### src/rtl/thread_irq_pkg.sv
package thread_irq_pkg;
  localparam int REG_W = 8;
  localparam logic [REG_W-1:0] NONE_PRIO = 8'hFF;

  typedef enum logic [1:0] {
    VIEW_PHYS = 2'd0,
    VIEW_HYP  = 2'd1,
    VIEW_OS   = 2'd2,
    VIEW_USER = 2'd3
  } view_e;

  localparam logic [1:0] OFS_CUR  = 2'd0;
  localparam logic [1:0] OFS_PEND = 2'd1;
  localparam logic [1:0] OFS_BEST = 2'd2;
  localparam logic [1:0] OFS_STAT = 2'd3;
endpackage

### src/rtl/thread_irq_prio_enc.sv
module thread_irq_prio_enc
  import thread_irq_pkg::*;
#(
  parameter int NPRIO = 8
) (
  input  logic [NPRIO-1:0] pend,
  output logic [REG_W-1:0] best
);
  // lowest set index wins; scan from the top so the last hit is the smallest
  always_comb begin
    best = NONE_PRIO;
    for (int i = NPRIO - 1; i >= 0; i--) begin
      if (pend[i]) best = REG_W'(i);
    end
  end
endmodule

### src/rtl/thread_irq_pend_buf.sv
module thread_irq_pend_buf #(
  parameter int NPRIO = 8,
  localparam int PRIO_W = $clog2(NPRIO)
) (
  input  logic              clk,
  input  logic              rst_n,
  input  logic              set_en,
  input  logic [PRIO_W-1:0] set_idx,
  input  logic              clr_en,
  input  logic [PRIO_W-1:0] clr_idx,
  input  logic              load_en,
  input  logic [NPRIO-1:0]  load_val,
  output logic [NPRIO-1:0]  pend_q,
  output logic [NPRIO-1:0]  pend_d
);
  for (genvar g = 0; g < NPRIO; g++) begin : g_bit
    logic base;
    assign base = load_en ? load_val[g] : pend_q[g];
    assign pend_d[g] = clr_en ? (pend_q[g] && (clr_idx != PRIO_W'(g)))
                              : (base || (set_en && (set_idx == PRIO_W'(g))));
  end

  always_ff @(posedge clk) begin
    if (!rst_n) pend_q <= '0;
    else        pend_q <= pend_d;
  end
endmodule

### src/rtl/thread_irq_view_dec.sv
module thread_irq_view_dec
  import thread_irq_pkg::*;
#(
  parameter int NPRIO = 8
) (
  input  logic             wr,
  input  logic             blocked,
  input  view_e            view,
  input  logic [1:0]       ofs,
  input  logic [REG_W-1:0] wdata,
  output logic             cur_we,
  output logic             pend_we
);
  localparam logic [REG_W-1:0] FIRST_RSVD = REG_W'(NPRIO - 1);

  always_comb begin
    cur_we  = 1'b0;
    pend_we = 1'b0;
    if (wr && !blocked) begin
      case (view)
        VIEW_PHYS, VIEW_HYP: begin
          cur_we  = (ofs == OFS_CUR);
          pend_we = (ofs == OFS_PEND);
        end
        VIEW_OS: begin
          cur_we = (ofs == OFS_CUR) && ((wdata < FIRST_RSVD) || (wdata == NONE_PRIO));
        end
        default: ;
      endcase
    end
  end
endmodule

### src/rtl/thread_irq_ctx.sv
module thread_irq_ctx
  import thread_irq_pkg::*;
#(
  parameter int NPRIO = 8,
  parameter int PAGE_SHIFT = 12,
  localparam int ADDR_W = PAGE_SHIFT + 2,
  localparam int PRIO_W = $clog2(NPRIO)
) (
  input  logic              clk,
  input  logic              rst_n,
  input  logic              notif_valid,
  output logic              notif_ready,
  input  logic [PRIO_W-1:0] notif_prio,
  input  logic              sw_wr,
  input  logic [ADDR_W-1:0] sw_addr,
  input  logic [REG_W-1:0]  sw_wdata,
  output logic [REG_W-1:0]  sw_rdata,
  input  logic              ack_rd,
  output logic [2*REG_W-1:0] ack_data,
  output logic              irq_out
);
  localparam logic [PRIO_W-1:0] RSVD_PRIO = PRIO_W'(NPRIO - 1);

  logic [NPRIO-1:0] pend_q, pend_d;
  logic [REG_W-1:0] cur_q, cur_d, best_q, best_d, stat_q;
  logic             exc_q, exc_d;
  logic             ack_take, notif_take, cur_we, pend_we;
  view_e            view;
  logic [1:0]       ofs;

  assign view        = view_e'(sw_addr[PAGE_SHIFT+1:PAGE_SHIFT]);
  assign ofs         = sw_addr[1:0];
  assign notif_ready = !ack_rd;
  assign notif_take  = notif_valid && notif_ready && (notif_prio != RSVD_PRIO);
  assign ack_take    = ack_rd && exc_q;

  thread_irq_view_dec #(.NPRIO(NPRIO)) u_dec (
    .wr(sw_wr), .blocked(ack_rd), .view(view), .ofs(ofs), .wdata(sw_wdata),
    .cur_we(cur_we), .pend_we(pend_we)
  );

  thread_irq_pend_buf #(.NPRIO(NPRIO)) u_pend (
    .clk(clk), .rst_n(rst_n),
    .set_en(notif_take), .set_idx(notif_prio),
    .clr_en(ack_take), .clr_idx(best_q[PRIO_W-1:0]),
    .load_en(pend_we), .load_val(sw_wdata[NPRIO-1:0]),
    .pend_q(pend_q), .pend_d(pend_d)
  );

  thread_irq_prio_enc #(.NPRIO(NPRIO)) u_enc_now  (.pend(pend_q), .best(best_q));
  thread_irq_prio_enc #(.NPRIO(NPRIO)) u_enc_next (.pend(pend_d), .best(best_d));

  always_comb begin
    cur_d = cur_q;
    if (ack_take)    cur_d = best_q;
    else if (cur_we) cur_d = sw_wdata;
  end

  assign exc_d = (best_d < cur_d);

  always_ff @(posedge clk) begin
    if (!rst_n) begin
      cur_q <= '0;
      exc_q <= 1'b0;
    end else begin
      cur_q <= cur_d;
      exc_q <= exc_d;
    end
  end

  assign irq_out  = exc_q;
  assign stat_q   = {exc_q, {(REG_W-1){1'b0}}};
  assign ack_data = {stat_q, (ack_take ? best_q : cur_q)};

  always_comb begin
    case (ofs)
      OFS_CUR:  sw_rdata = cur_q;
      OFS_PEND: sw_rdata = REG_W'(pend_q);
      OFS_BEST: sw_rdata = best_q;
      default:  sw_rdata = stat_q;
    endcase
  end

  a_r3_empty_reads_none: assert property (@(posedge clk) disable iff (!rst_n)
    (pend_q == '0) |-> (best_q == NONE_PRIO));
  a_r4_line_tracks_compare: assert property (@(posedge clk) disable iff (!rst_n)
    irq_out == (best_q < cur_q));
  a_r6_ack_loads_cur: assert property (@(posedge clk) disable iff (!rst_n)
    (ack_rd && irq_out) |=> (cur_q == $past(best_q)));
  a_r6_ack_retires_one: assert property (@(posedge clk) disable iff (!rst_n)
    (ack_rd && irq_out) |=> ($countones(pend_q) + 1 == $countones($past(pend_q))));
  a_r7_idle_ack_holds: assert property (@(posedge clk) disable iff (!rst_n)
    (ack_rd && !irq_out) |=> ($stable(cur_q) && $stable(pend_q)));
  a_r10_user_no_effect: assert property (@(posedge clk) disable iff (!rst_n)
    (sw_wr && view == VIEW_USER && !notif_valid && !ack_rd) |=> ($stable(cur_q) && $stable(pend_q)));
  a_r5_rsvd_dropped: assert property (@(posedge clk) disable iff (!rst_n)
    (notif_valid && notif_ready && notif_prio == RSVD_PRIO && !sw_wr) |=> $stable(pend_q));
endmodule

### config.mk
export PLATFORM = sky130hd
export DESIGN_NAME = thread_irq_ctx
export DESIGN_NICKNAME = d
export VERILOG_FILES = /design/src/rtl/thread_irq_pkg.sv /design/src/rtl/thread_irq_prio_enc.sv /design/src/rtl/thread_irq_pend_buf.sv /design/src/rtl/thread_irq_view_dec.sv /design/src/rtl/thread_irq_ctx.sv
export SDC_FILE = /design/constraint.sdc
export NUM_CORES = 1
export LEC_CHECK = 0
export BUFFER_PORTS_ARGS = -buffer_cell sky130_fd_sc_hd__buf_4
export CAP_MARGIN = 40
export CORE_ASPECT_RATIO = 0.7
export CORE_MARGIN = 3
export CORE_UTILIZATION = 50
export CTS_CLUSTER_SIZE = 16
export DETAILED_ROUTE_END_ITERATION = 6
export HOLD_SLACK_MARGIN = 0.02
export MAX_ROUTING_LAYER = met4
export PLACE_DENSITY = 0.8
export SETUP_SLACK_MARGIN = 0.3
export SLEW_MARGIN = 5
export SYNTH_ARGS = -nofsm -noshare
export SYNTH_HDL_FRONTEND = slang
export SYNTH_SLANG_ARGS = --single-unit
export TNS_END_PERCENT = 50
### constraint.sdc
create_clock -name clk -period 4.6 [get_ports clk]
set_input_delay 0.92 -clock clk [delete_from_list [all_inputs] [get_ports clk]]
set_output_delay 0.92 -clock clk [all_outputs]
set_load 0.02 [all_outputs]
==> results_dict.tcl, run 1 <==
set metrics [dict create \
    status "finished clean" \
    antenna_found_initial 0 \
    nNetsFinal 273 \
    post-dp-hpwl_um 3340 \
    syn_inst 202 \
    first_iter_violations 197 \
    core_area_um2 2920 \
    cp.arrival_ps 4130 \
    regArea_um2 340 \
    ys_warn_count 0 \
    endpoint_kind "register" \
    dieArea_um2 3920 \
    synth-adder-area-share_pct 5.49 \
    cts.path.max_buffers 2 \
    m1WireLength_um 2100 \
    firstDrtPassIters 5 \
    tns_ps 0 \
    die_w_um 73.5 \
    synth_seq_cells 17 \
    postRouteAntennaNets 0 \
    clock.fmax_mhz 255 \
    rows 16 \
    crit_slowest_cell "or3b_4" \
    postLayoutCoreUtil_pct 64.9 \
    clkLatencyLatePin_ps 250 \
    placed_cell_area_um2 1850 \
    wl_met2_um 1760 \
    synth-xor-area-share_pct 0 \
    critical_path_class "in2reg" \
    worstSetupStartpoint "sw_addr[1]" \
    maxCapViolations 0 \
    finalCriticalPeriod_ps 3920 \
    cp_cell_sequence "buf_4 -> or3b_4 -> or2_4 -> mux2_1 -> o21ai_2 -> and2_1 -> and3_1 -> ha_1 -> a21oi_1 -> nor2b_1 -> o21ai_0 -> nand4b_1 -> a2111oi_1 -> o22a_1" \
    detail_route.wl_per_cell_um 15.9 \
    r2r_end "irq_out" \
    htreeDepth 1 \
    multi_input_area_um2 1150 \
    critical_path.max_fanout 12 \
    synthDistinctLibCells 55 \
    detail_route.vias_per_cell 5.92 \
    gp_congestion 0.922 \
    cts_made_buffers 3 \
    ff2ff_setup_slack_ps 1140 \
    drive_above_1_share_pct 24.3 \
    hold_violations 0 \
    skew_ps 5.42 \
    peakVddDrop_mv 0.235 \
    wl_met3_um 407 \
    slowest_delay_ps 450 \
    setup-violations-final 0 \
    yosys.area_share.simple_pct 31.8 \
    worstPathRequired_ps 4800 \
    synth_compound_area_share_pct 21.7 \
    synth_edf_count 0 \
    clk_pin_slew_ps 70 \
    synth_top_family_by_area "simple AND/OR/NAND/NOR gates" \
    topRoutingLayerUsed "met4" \
    r2r_cells 13 \
    r2r_start "irq_out" \
    drc_errors 0 \
    wl_um 4300 \
    grt.total_usage_pct 23.8 \
    io_pins 56 \
    cts.sinks 17 \
    timing.final.max_slew_violations 0 \
    grt_pass1_wl_um 6890 \
    hold_buffers 0 \
    cts-root-buf "clkbuf_8" \
    grt_pass1_vias 1391 \
    syn_area_um2 1600 \
    p_leak_uw 0.000818 \
    rsz0062_at_grt "false" \
    ys_dominant_reg_cell "dfxtp_1" \
    muxShareOfSynthArea_pct 11.1 \
    pwr_density_cell_nw_per_um2 384 \
    synth-seq-area-share_pct 21.3 \
    cts_tree "built" \
    start_util_pct 54.6 \
    synth_async_sr_flop_share_pct 0 \
    avgSynthCellArea_um2 7.90 \
    area_growth_pct 19.0 \
    grt_max_degree 19 \
    antenna_cells 0 \
    dieHeight_um 53.3 \
    critPathLaunchType "input pin" \
    finalCritPeriodShare_pct 85.3 \
    nFillCells 276 \
    hold_class "reg2reg" \
    io_buffers 38 \
    cp-endpoint "irq_out" \
    vias 1603 \
    fin_area_um2 1900 \
    overflow 0 \
]
-- kinds of logic (layout without fill, tap and decap cells) --
kind of cell	Yosys count	in the layout
adders and majority gates	7	7
AOI/OAI and AO/OA	45	45
buffers and inverters	23	50
other	1	7
muxes	17	17
and+or+nand+nor	92	92
DFF	17	17
-- sequential cells by signal (all words and copies together), names as in the netlist --
signal,cells
cur_q,8
u_pend.pend_q,8
irq_out,1
-- layout by cell type (no fill, tap or decap), drive strengths merged, types with 3 or more instances in the layout --
master / instances
clkbuf: 3
nor3b: 4
conb: 7
or2: 3
buf: 39
nand3b: 3
nor3: 7
nand2: 24
inv: 6
o21a: 9
mux2i: 15
and3: 3
ha: 7
nor2: 19
nand4b: 4
nand3: 3
a21oi: 4
nand2b: 3
a31oi: 3
dfxtp: 17
o21ai: 13
and2: 8
-- how the worst min path moves through the flow --
stage / startpoint / to / depth (start not counted)
after CTS: u_pend.pend_q[4] / u_pend.pend_q[5] / 2
after detailed placement: u_pend.pend_q[4] / u_pend.pend_q[5] / 2
after floorplan: u_pend.pend_q[4] / u_pend.pend_q[5] / 2
after global placement: u_pend.pend_q[4] / u_pend.pend_q[5] / 2
final: u_pend.pend_q[4] / u_pend.pend_q[5] / 2
after global routing: u_pend.pend_q[4] / u_pend.pend_q[5] / 2
-- what timing repair did --
action / 4_1_cts / 5_1_grt
buffers inserted: 0 / 0
setup endpoints to repair: 0 / 1
gates resized for setup: 0 / 1
-- worst max-delay path, delay by kind of cell --
family,cells,cell delay (ps)
and+or+nand+nor,6,1390
muxes,1,330
buffers and inverters,1,160
adders and majority gates,1,280
AOI/OAI and AO/OA,5,1020
-- where the power goes --
group / internal (uW) / switching (uW)
clock: 60.1 / 50.9
combinational: 179 / 244
sequential: 170 / 25.4
-- synthesized netlist by cell type (2+ instances only) --
cell | number | area [um^2]
nand3b_1 | 3 | 22.5
o21ai_1 | 2 | 10.0
nor2_1 | 19 | 71.3
o21ai_0 | 10 | 50.1
ha_1 | 7 | 87.6
buf_4 | 8 | 60.1
mux2i_1 | 15 | 150
nor2b_1 | 2 | 12.5
a21oi_1 | 4 | 20.0
dfxtp_1 | 17 | 340
and3_1 | 3 | 18.8
inv_1 | 6 | 22.5
and2_1 | 7 | 43.8
nand4b_1 | 4 | 35.0
o22ai_1 | 2 | 12.5
o31ai_1 | 2 | 15.0
or4_4 | 2 | 22.5
nand3_1 | 3 | 15.0
o211ai_1 | 2 | 15.0
nor3b_1 | 4 | 30.0
o21a_1 | 9 | 67.6
or2_1 | 2 | 12.5
nand2b_1 | 2 | 12.5
a31oi_1 | 3 | 18.8
nor4_1 | 2 | 12.5
nand2_1 | 23 | 86.3
nor3_1 | 6 | 30.0
buf_6 | 2 | 22.5
clkbuf_1 | 5 | 18.8
-- metal layers --
layer | global-route usage (%) | up-vias
met5 | - | -
met4 | 3.92 | 0
met3 | 4.36 | 4
met2 | 32.5 | 71
met1 | 36.1 | 743
li1 | - | 785
-- final cells by class --
| class | instances | share of cell area, % |
|---|---|---|
| inverters | 7 | 1.38 |
| repair buffers | 39 | 15.4 |
| well taps | 36 | 2.37 |
| clock buffers | 3 | 2.18 |
| clock inverters | 1 | 0.264 |
| multi-input cells | 168 | 60.4 |
| flip-flops and latches | 17 | 17.9 |
-- metrics by stage --
step / power (uW) / instances / setup WS, ps / hold WS [ps]
floorplan: 481 / 208 / 843 / 548
global placement: 611 / 267 / 368 / 612
detailed placement: 619 / 267 / 298 / 614
CTS: 730 / 271 / 553 / 621
global route: 787 / 271 / 412 / 648
finish: 730 / 271 / 676 / 633
(Power assumes the default switching activity.)
==> run 2: changes to the inputs <==
--- a/config.mk
+++ b/config.mk
@@ -9,12 +9,12 @@
 export CAP_MARGIN = 40
 export CORE_ASPECT_RATIO = 0.7
 export CORE_MARGIN = 3
-export CORE_UTILIZATION = 50
+export CORE_UTILIZATION = 32
 export CTS_CLUSTER_SIZE = 16
 export DETAILED_ROUTE_END_ITERATION = 6
 export HOLD_SLACK_MARGIN = 0.02
 export MAX_ROUTING_LAYER = met4
-export PLACE_DENSITY = 0.8
+export RECOVER_POWER = 100
 export SETUP_SLACK_MARGIN = 0.3
 export SLEW_MARGIN = 5
 export SYNTH_ARGS = -nofsm -noshare
==> constraint.sdc (replaced) <==
create_clock -name clk -period 3.4 [get_ports clk]
set_input_delay 0.68 -clock clk [delete_from_list [all_inputs] [get_ports clk]]
set_output_delay 0.68 -clock clk [all_outputs]
set_load 0.02 [all_outputs]
==> results_dict.tcl, run 2 (synthesis gave the netlist of run 1 again) <==
set metrics [dict create \
    status "finished clean" \
    r2r_start "u_pend.pend_q[3]" \
    cts_tree "built" \
    cp.arrival_ps 3450 \
    timing.final.max_slew_violations 0 \
    drive_above_1_share_pct 32.4 \
    final_cell_count_no_fill 341 \
    slowest_delay_ps 440 \
    hold_class "reg2reg" \
    r2r_end "irq_out" \
    skew_ps 1.38 \
    detail_route.vias_per_cell 5.09 \
    worstPathRequired_ps 3600 \
    grt_pass1_wl_um 8690 \
    grt_pass1_vias 1703 \
    rows 20 \
    worst-path-stages 14 \
    regArea_um2 340 \
    maxCapViolations 0 \
    core_area_um2 4550 \
    io_buffers 38 \
    grt_max_degree 12 \
    final_cell_mix "57 x buf_4, 23 x nand2_1, 18 x nor2_1, 18 x clkbuf_1, 17 x dfxtp_1" \
    cts-root-buf "clkbuf_8" \
    htreeDepth 1 \
    critical_path_class "in2reg" \
    clk_pin_slew_ps 70 \
    gp_congestion 0.949 \
    peakVddDrop_mv 0.309 \
    r2r_cells 13 \
    worstSetupStartpoint "sw_addr[1]" \
    postLayoutCoreUtil_pct 49.2 \
    overflow 0 \
    wl_um 5430 \
    p_leak_uw 0.000956 \
    first_iter_violations 156 \
    path_buf_inv 1 \
    endpoint_kind "register" \
    post-dp-hpwl_um 4440 \
    tns_ps 0 \
    critical_path.max_fanout 7 \
    cts_made_buffers 3 \
    postRouteAntennaNets 0 \
    area_growth_pct 40.5 \
    vias 1736 \
    antenna_found_initial 0 \
    firstDrtPassIters 4 \
    die_w_um 90.4 \
    drc_errors 0 \
    nNetsFinal 313 \
    dieArea_um2 5880 \
    placed_cell_area_um2 2230 \
    cpLargestDelayFamily "simple AND/OR/NAND/NOR gates" \
    finalCriticalPeriod_ps 3250 \
    cp_cell_sequence "buf_6 -> or3b_4 -> or2_4 -> mux2_4 -> o21ai_4 -> and2_4 -> and3_4 -> ha_4 -> a21oi_2 -> nor2b_1 -> o21ai_1 -> nand4b_1 -> a2111oi_2 -> o22a_1" \
    start_util_pct 35.0 \
    multi_input_area_um2 1200 \
    ff2ff_setup_slack_ps 290 \
    finalCritPeriodShare_pct 95.7 \
    critPathLaunchType "input pin" \
    cp-endpoint "irq_out" \
    clkLatencyLatePin_ps 250 \
    setup-violations-final 0 \
    rsz0062_at_grt "true" \
    crit_slowest_cell "or3b_4" \
    detail_route.wl_per_cell_um 15.9 \
    grt.total_usage_pct 19.2 \
    cts.path.max_buffers 2 \
    hold_buffers 0 \
    clock.fmax_mhz 307 \
    cts.sinks 17 \
    dieHeight_um 65.1 \
    io_pins 56 \
    antenna_cells 0 \
    post-place-cells 337 \
    hold_violations 0 \
    fin_area_um2 2240 \
    nFillCells 489 \
    holdPathStages 2 \
    final_common_cell "buf_4" \
    pwr_density_cell_nw_per_um2 472 \
    post_cts_buffers 0 \
]
## run 2: cell count changes in the layout (fill, tap and decap cells not counted), sizes merged
| cell | previous run | this run |
|---|---|---|
| buf | 39 | 60 |
| clkbuf | 3 | 22 |
## run 2: through the flow
| step | power [uW] | worst slack (ps) | hold slack [ps] |
|---|---|---|---|
| 3_3_place_gp | 921 | -296 | 632 |
| 3_5_place_dp | 934 | -350 | 632 |
| 4_1_cts | 1120 | 160 | 651 |
| 6_report | 1060 | 147 | 655 |
| 2_1_floorplan | 668 | 6.52 | 550 |
| 5_1_grt | 1150 | 26.0 | 699 |
## run 2: worst min path at each step
stage / from / endpoint / slack, ps
after floorplan: u_pend.pend_q[4] / u_pend.pend_q[5] / 550
after global placement: u_pend.pend_q[4] / u_pend.pend_q[5] / 630
after detailed placement: u_pend.pend_q[4] / u_pend.pend_q[5] / 630
after CTS: u_pend.pend_q[4] / u_pend.pend_q[5] / 650
after global routing: rst_n / u_pend.pend_q[2] / 700
final: u_pend.pend_q[4] / u_pend.pend_q[5] / 650
## run 2: cell type report
type                       instances  area share, %
tap                               66           3.68
clock inverter                     1          0.223
timing repair buffer              79           24.3
sequential                        17           15.2
clock buffer                       3           1.84
inverter                           7           1.17
multi-input combinational        168           53.6
## run 2: timing repair
action | 4_1_cts | 5_1_grt
gates cloned | 0 | 0
pin swaps | 9 | 0
resized for setup | 10 | 4
setup endpoints to repair | 1 | 1
## run 2: worst reg2reg max path, cell delays in order, from the launching register on
cell and delay, ps:
dfxtp_1 390, or4_1 630, nor2_2 240, o21ai_0 200
o21ai_4 110, and2_4 170, and3_4 230, ha_4 220
a21oi_2 110, nor2b_1 50, o21ai_1 130, nand4b_1 170
a2111oi_2 260, o22a_1 160
## run 2: layer usage
layer / part of all wire (%) / global-route usage (%) / vias up
met5: 0 / - / -
met4: 0.33 / 2.86 / 0
met3: 6.4 / 3.13 / 5
met2: 42 / 28.6 / 53
met1: 52 / 27.8 / 813
li1: - / - / 865
## run 2: where the power goes
group	total (uW)	internal [uW]	leakage, uW	switching, uW
clock	152	81.3	0.0000255	70.6
sequential	266	230	0.000138	36.0
combinational	642	275	0.000792	367
total	1060	586	0.000956	474
==> run 3: changes to the inputs <==
--- a/config.mk
+++ b/config.mk
@@ -7,13 +7,14 @@
 export LEC_CHECK = 0
 export BUFFER_PORTS_ARGS = -buffer_cell sky130_fd_sc_hd__buf_4
 export CAP_MARGIN = 40
-export CORE_ASPECT_RATIO = 0.7
+export CORE_ASPECT_RATIO = 1.75
 export CORE_MARGIN = 3
-export CORE_UTILIZATION = 32
+export CORE_UTILIZATION = 45
 export CTS_CLUSTER_SIZE = 16
 export DETAILED_ROUTE_END_ITERATION = 6
 export HOLD_SLACK_MARGIN = 0.02
 export MAX_ROUTING_LAYER = met4
+export PLACE_DENSITY = 0.76
 export RECOVER_POWER = 100
 export SETUP_SLACK_MARGIN = 0.3
 export SLEW_MARGIN = 5
==> results_dict.tcl, run 3 (synthesis gave the netlist of run 1 again) <==
set metrics [dict create \
    dpl_worst_slack_ps -296 \
    peakVddDrop_mv 0.362 \
    holdWs_ps 641 \
    overflow 0 \
    grt_pass1_vias 1865 \
    hold_class "reg2reg" \
    use_met2_pct 47.6 \
    io_pins 56 \
    postLayoutCoreUtil_pct 65.6 \
    clkLatencyLatePin_ps 250 \
    grt_max_degree 14 \
    fin_area_um2 2230 \
    critical_path.max_fanout 7 \
    p_leak_uw 0.000950 \
    rows 28 \
    met1_usage_pct 26.1 \
    status "finished clean" \
    finalCritPeriodShare_pct 95.1 \
    clk_pin_slew_ps 60 \
    wl_um 5110 \
    p_total_uw 1070 \
    skew_ps 3.43 \
    core_area_um2 3400 \
    critical_path_class "in2reg" \
    dieArea_um2 4320 \
    io_buffers 38 \
    r2r_start "u_pend.pend_q[0]" \
    grtUsageMet3_pct 1.24 \
    maxCapViolations 0 \
    critPathLaunchType "input pin" \
    setup-violations-final 0 \
    pwr_density_cell_nw_per_um2 480 \
    regArea_um2 340 \
    r2r_cells 13 \
    holdPathStages 2 \
    grt_busiest_layer "met2" \
    first_iter_violations 50 \
    ff2ff_setup_slack_ps 250 \
    grt.total_usage_pct 25.7 \
    nFillCells 316 \
    cts_made_buffers 3 \
    detail_route.vias_per_cell 5.69 \
    multi_input_area_um2 1230 \
    vias 1826 \
    postRouteAntennaNets 0 \
    hold_violations 0 \
    dieHeight_um 84.8 \
    timing.final.max_slew_violations 0 \
    final_common_cell "buf_4" \
    htreeDepth 1 \
    antenna_found_initial 0 \
    post-dp-hpwl_um 4110 \
    cts-root-buf "clkbuf_8" \
    area_growth_pct 39.8 \
    placed_cell_area_um2 2180 \
    drc_errors 0 \
    drive_above_1_share_pct 31.9 \
    worstPathRequired_ps 3600 \
    rsz0062_at_grt "true" \
    cts_tree "built" \
    finalCriticalPeriod_ps 3230 \
    cp.arrival_ps 3430 \
    endpoint_kind "register" \
    whs_endpoint "u_pend.pend_q[5]" \
    cts.sinks 17 \
    nNetsFinal 314 \
    fin_ws_ps 167 \
    detail_route.wl_per_cell_um 15.9 \
    cts.path.max_buffers 2 \
    grt_pass1_wl_um 8450 \
    firstDrtPassIters 4 \
    hold_buffers 0 \
    gp_congestion 0.937 \
    antenna_cells 0 \
    die_w_um 51.0 \
    start_util_pct 46.9 \
    final_cell_mix "53 x buf_4, 23 x nand2_1, 21 x clkbuf_1, 19 x nor2_1, 17 x dfxtp_1" \
    r2r_end "irq_out" \
    min-delay-start "u_pend.pend_q[4]" \
    clock.fmax_mhz 309 \
]
==> run 3: changes by cell type in the layout (fill, tap and decap cells not counted), moves of 2 or more <==
cell      before  now
buf_4         57   53
clkbuf_1      18   21
clkbuf_4       1    5
o21ai_1        1    3
o21ai_2        2    0
==> run 3: how the worst max path moves through the flow <==
stage                    start       to  slack [ps]  depth (start not counted)
finish              sw_addr[1]  irq_out         170                         14
floorplan               ack_rd  irq_out           7                         13
CTS                 sw_addr[1]  irq_out         170                         14
global placement        ack_rd  irq_out        -260                         14
detailed placement      ack_rd  irq_out        -300                         14
global route        sw_addr[1]  irq_out          20                         13
==> run 3: per-stage QoR <==
stage	setup TNS [ps]	instances
floorplan	0	208
global placement	-261	315
detailed placement	-296	315
CTS	0	321
global route	0	321
finish	0	321
==> run 3: timing repair <==
| item | in CTS | in global routing |
|---|---|---|
| pin swaps | 16 | 2 |
| endpoints found under the setup margin | 1 | 1 |
| hold endpoints to repair | 0 | 0 |
| setup buffers | 2 | 0 |
| gates resized for setup | 11 | 0 |
==> run 3: power by group <==
part	switching, uW	internal (uW)
Sequential	36.1	230
Clock	61.1	83.0
Combinational	372	288
==> run 3: layer usage <==
| metal | share of wire, % | vias to the layer above | wire length [um] |
|---|---|---|---|
| li1 | - | 864 | - |
| met5 | 0 | - | 0 |
| met2 | 56 | 66 | 2850 |
| met3 | 3.4 | 21 | 175 |
| met4 | 4.3 | 0 | 218 |
| met1 | 36 | 875 | 1860 |
==> run 3: critical path, stage by stage <==
cell and delay, ps:
buf_6 90, or3b_4 430, or2_4 270, mux2_4 310
o21ai_4 150, and2_4 160, and3_4 250, ha_4 220
a21oi_2 110, nor2b_1 50, o21ai_1 140, nand4b_1 160
a2111oi_2 230, o22a_1 160
==> run 3: final cells by class <==
type	count	area share [%]
inverter	7	1.18
clock buffer	4	2.02
tap	45	2.53
timing repair buffer	80	23.9
sequential	17	15.3
multi-input combinational	168	55.1
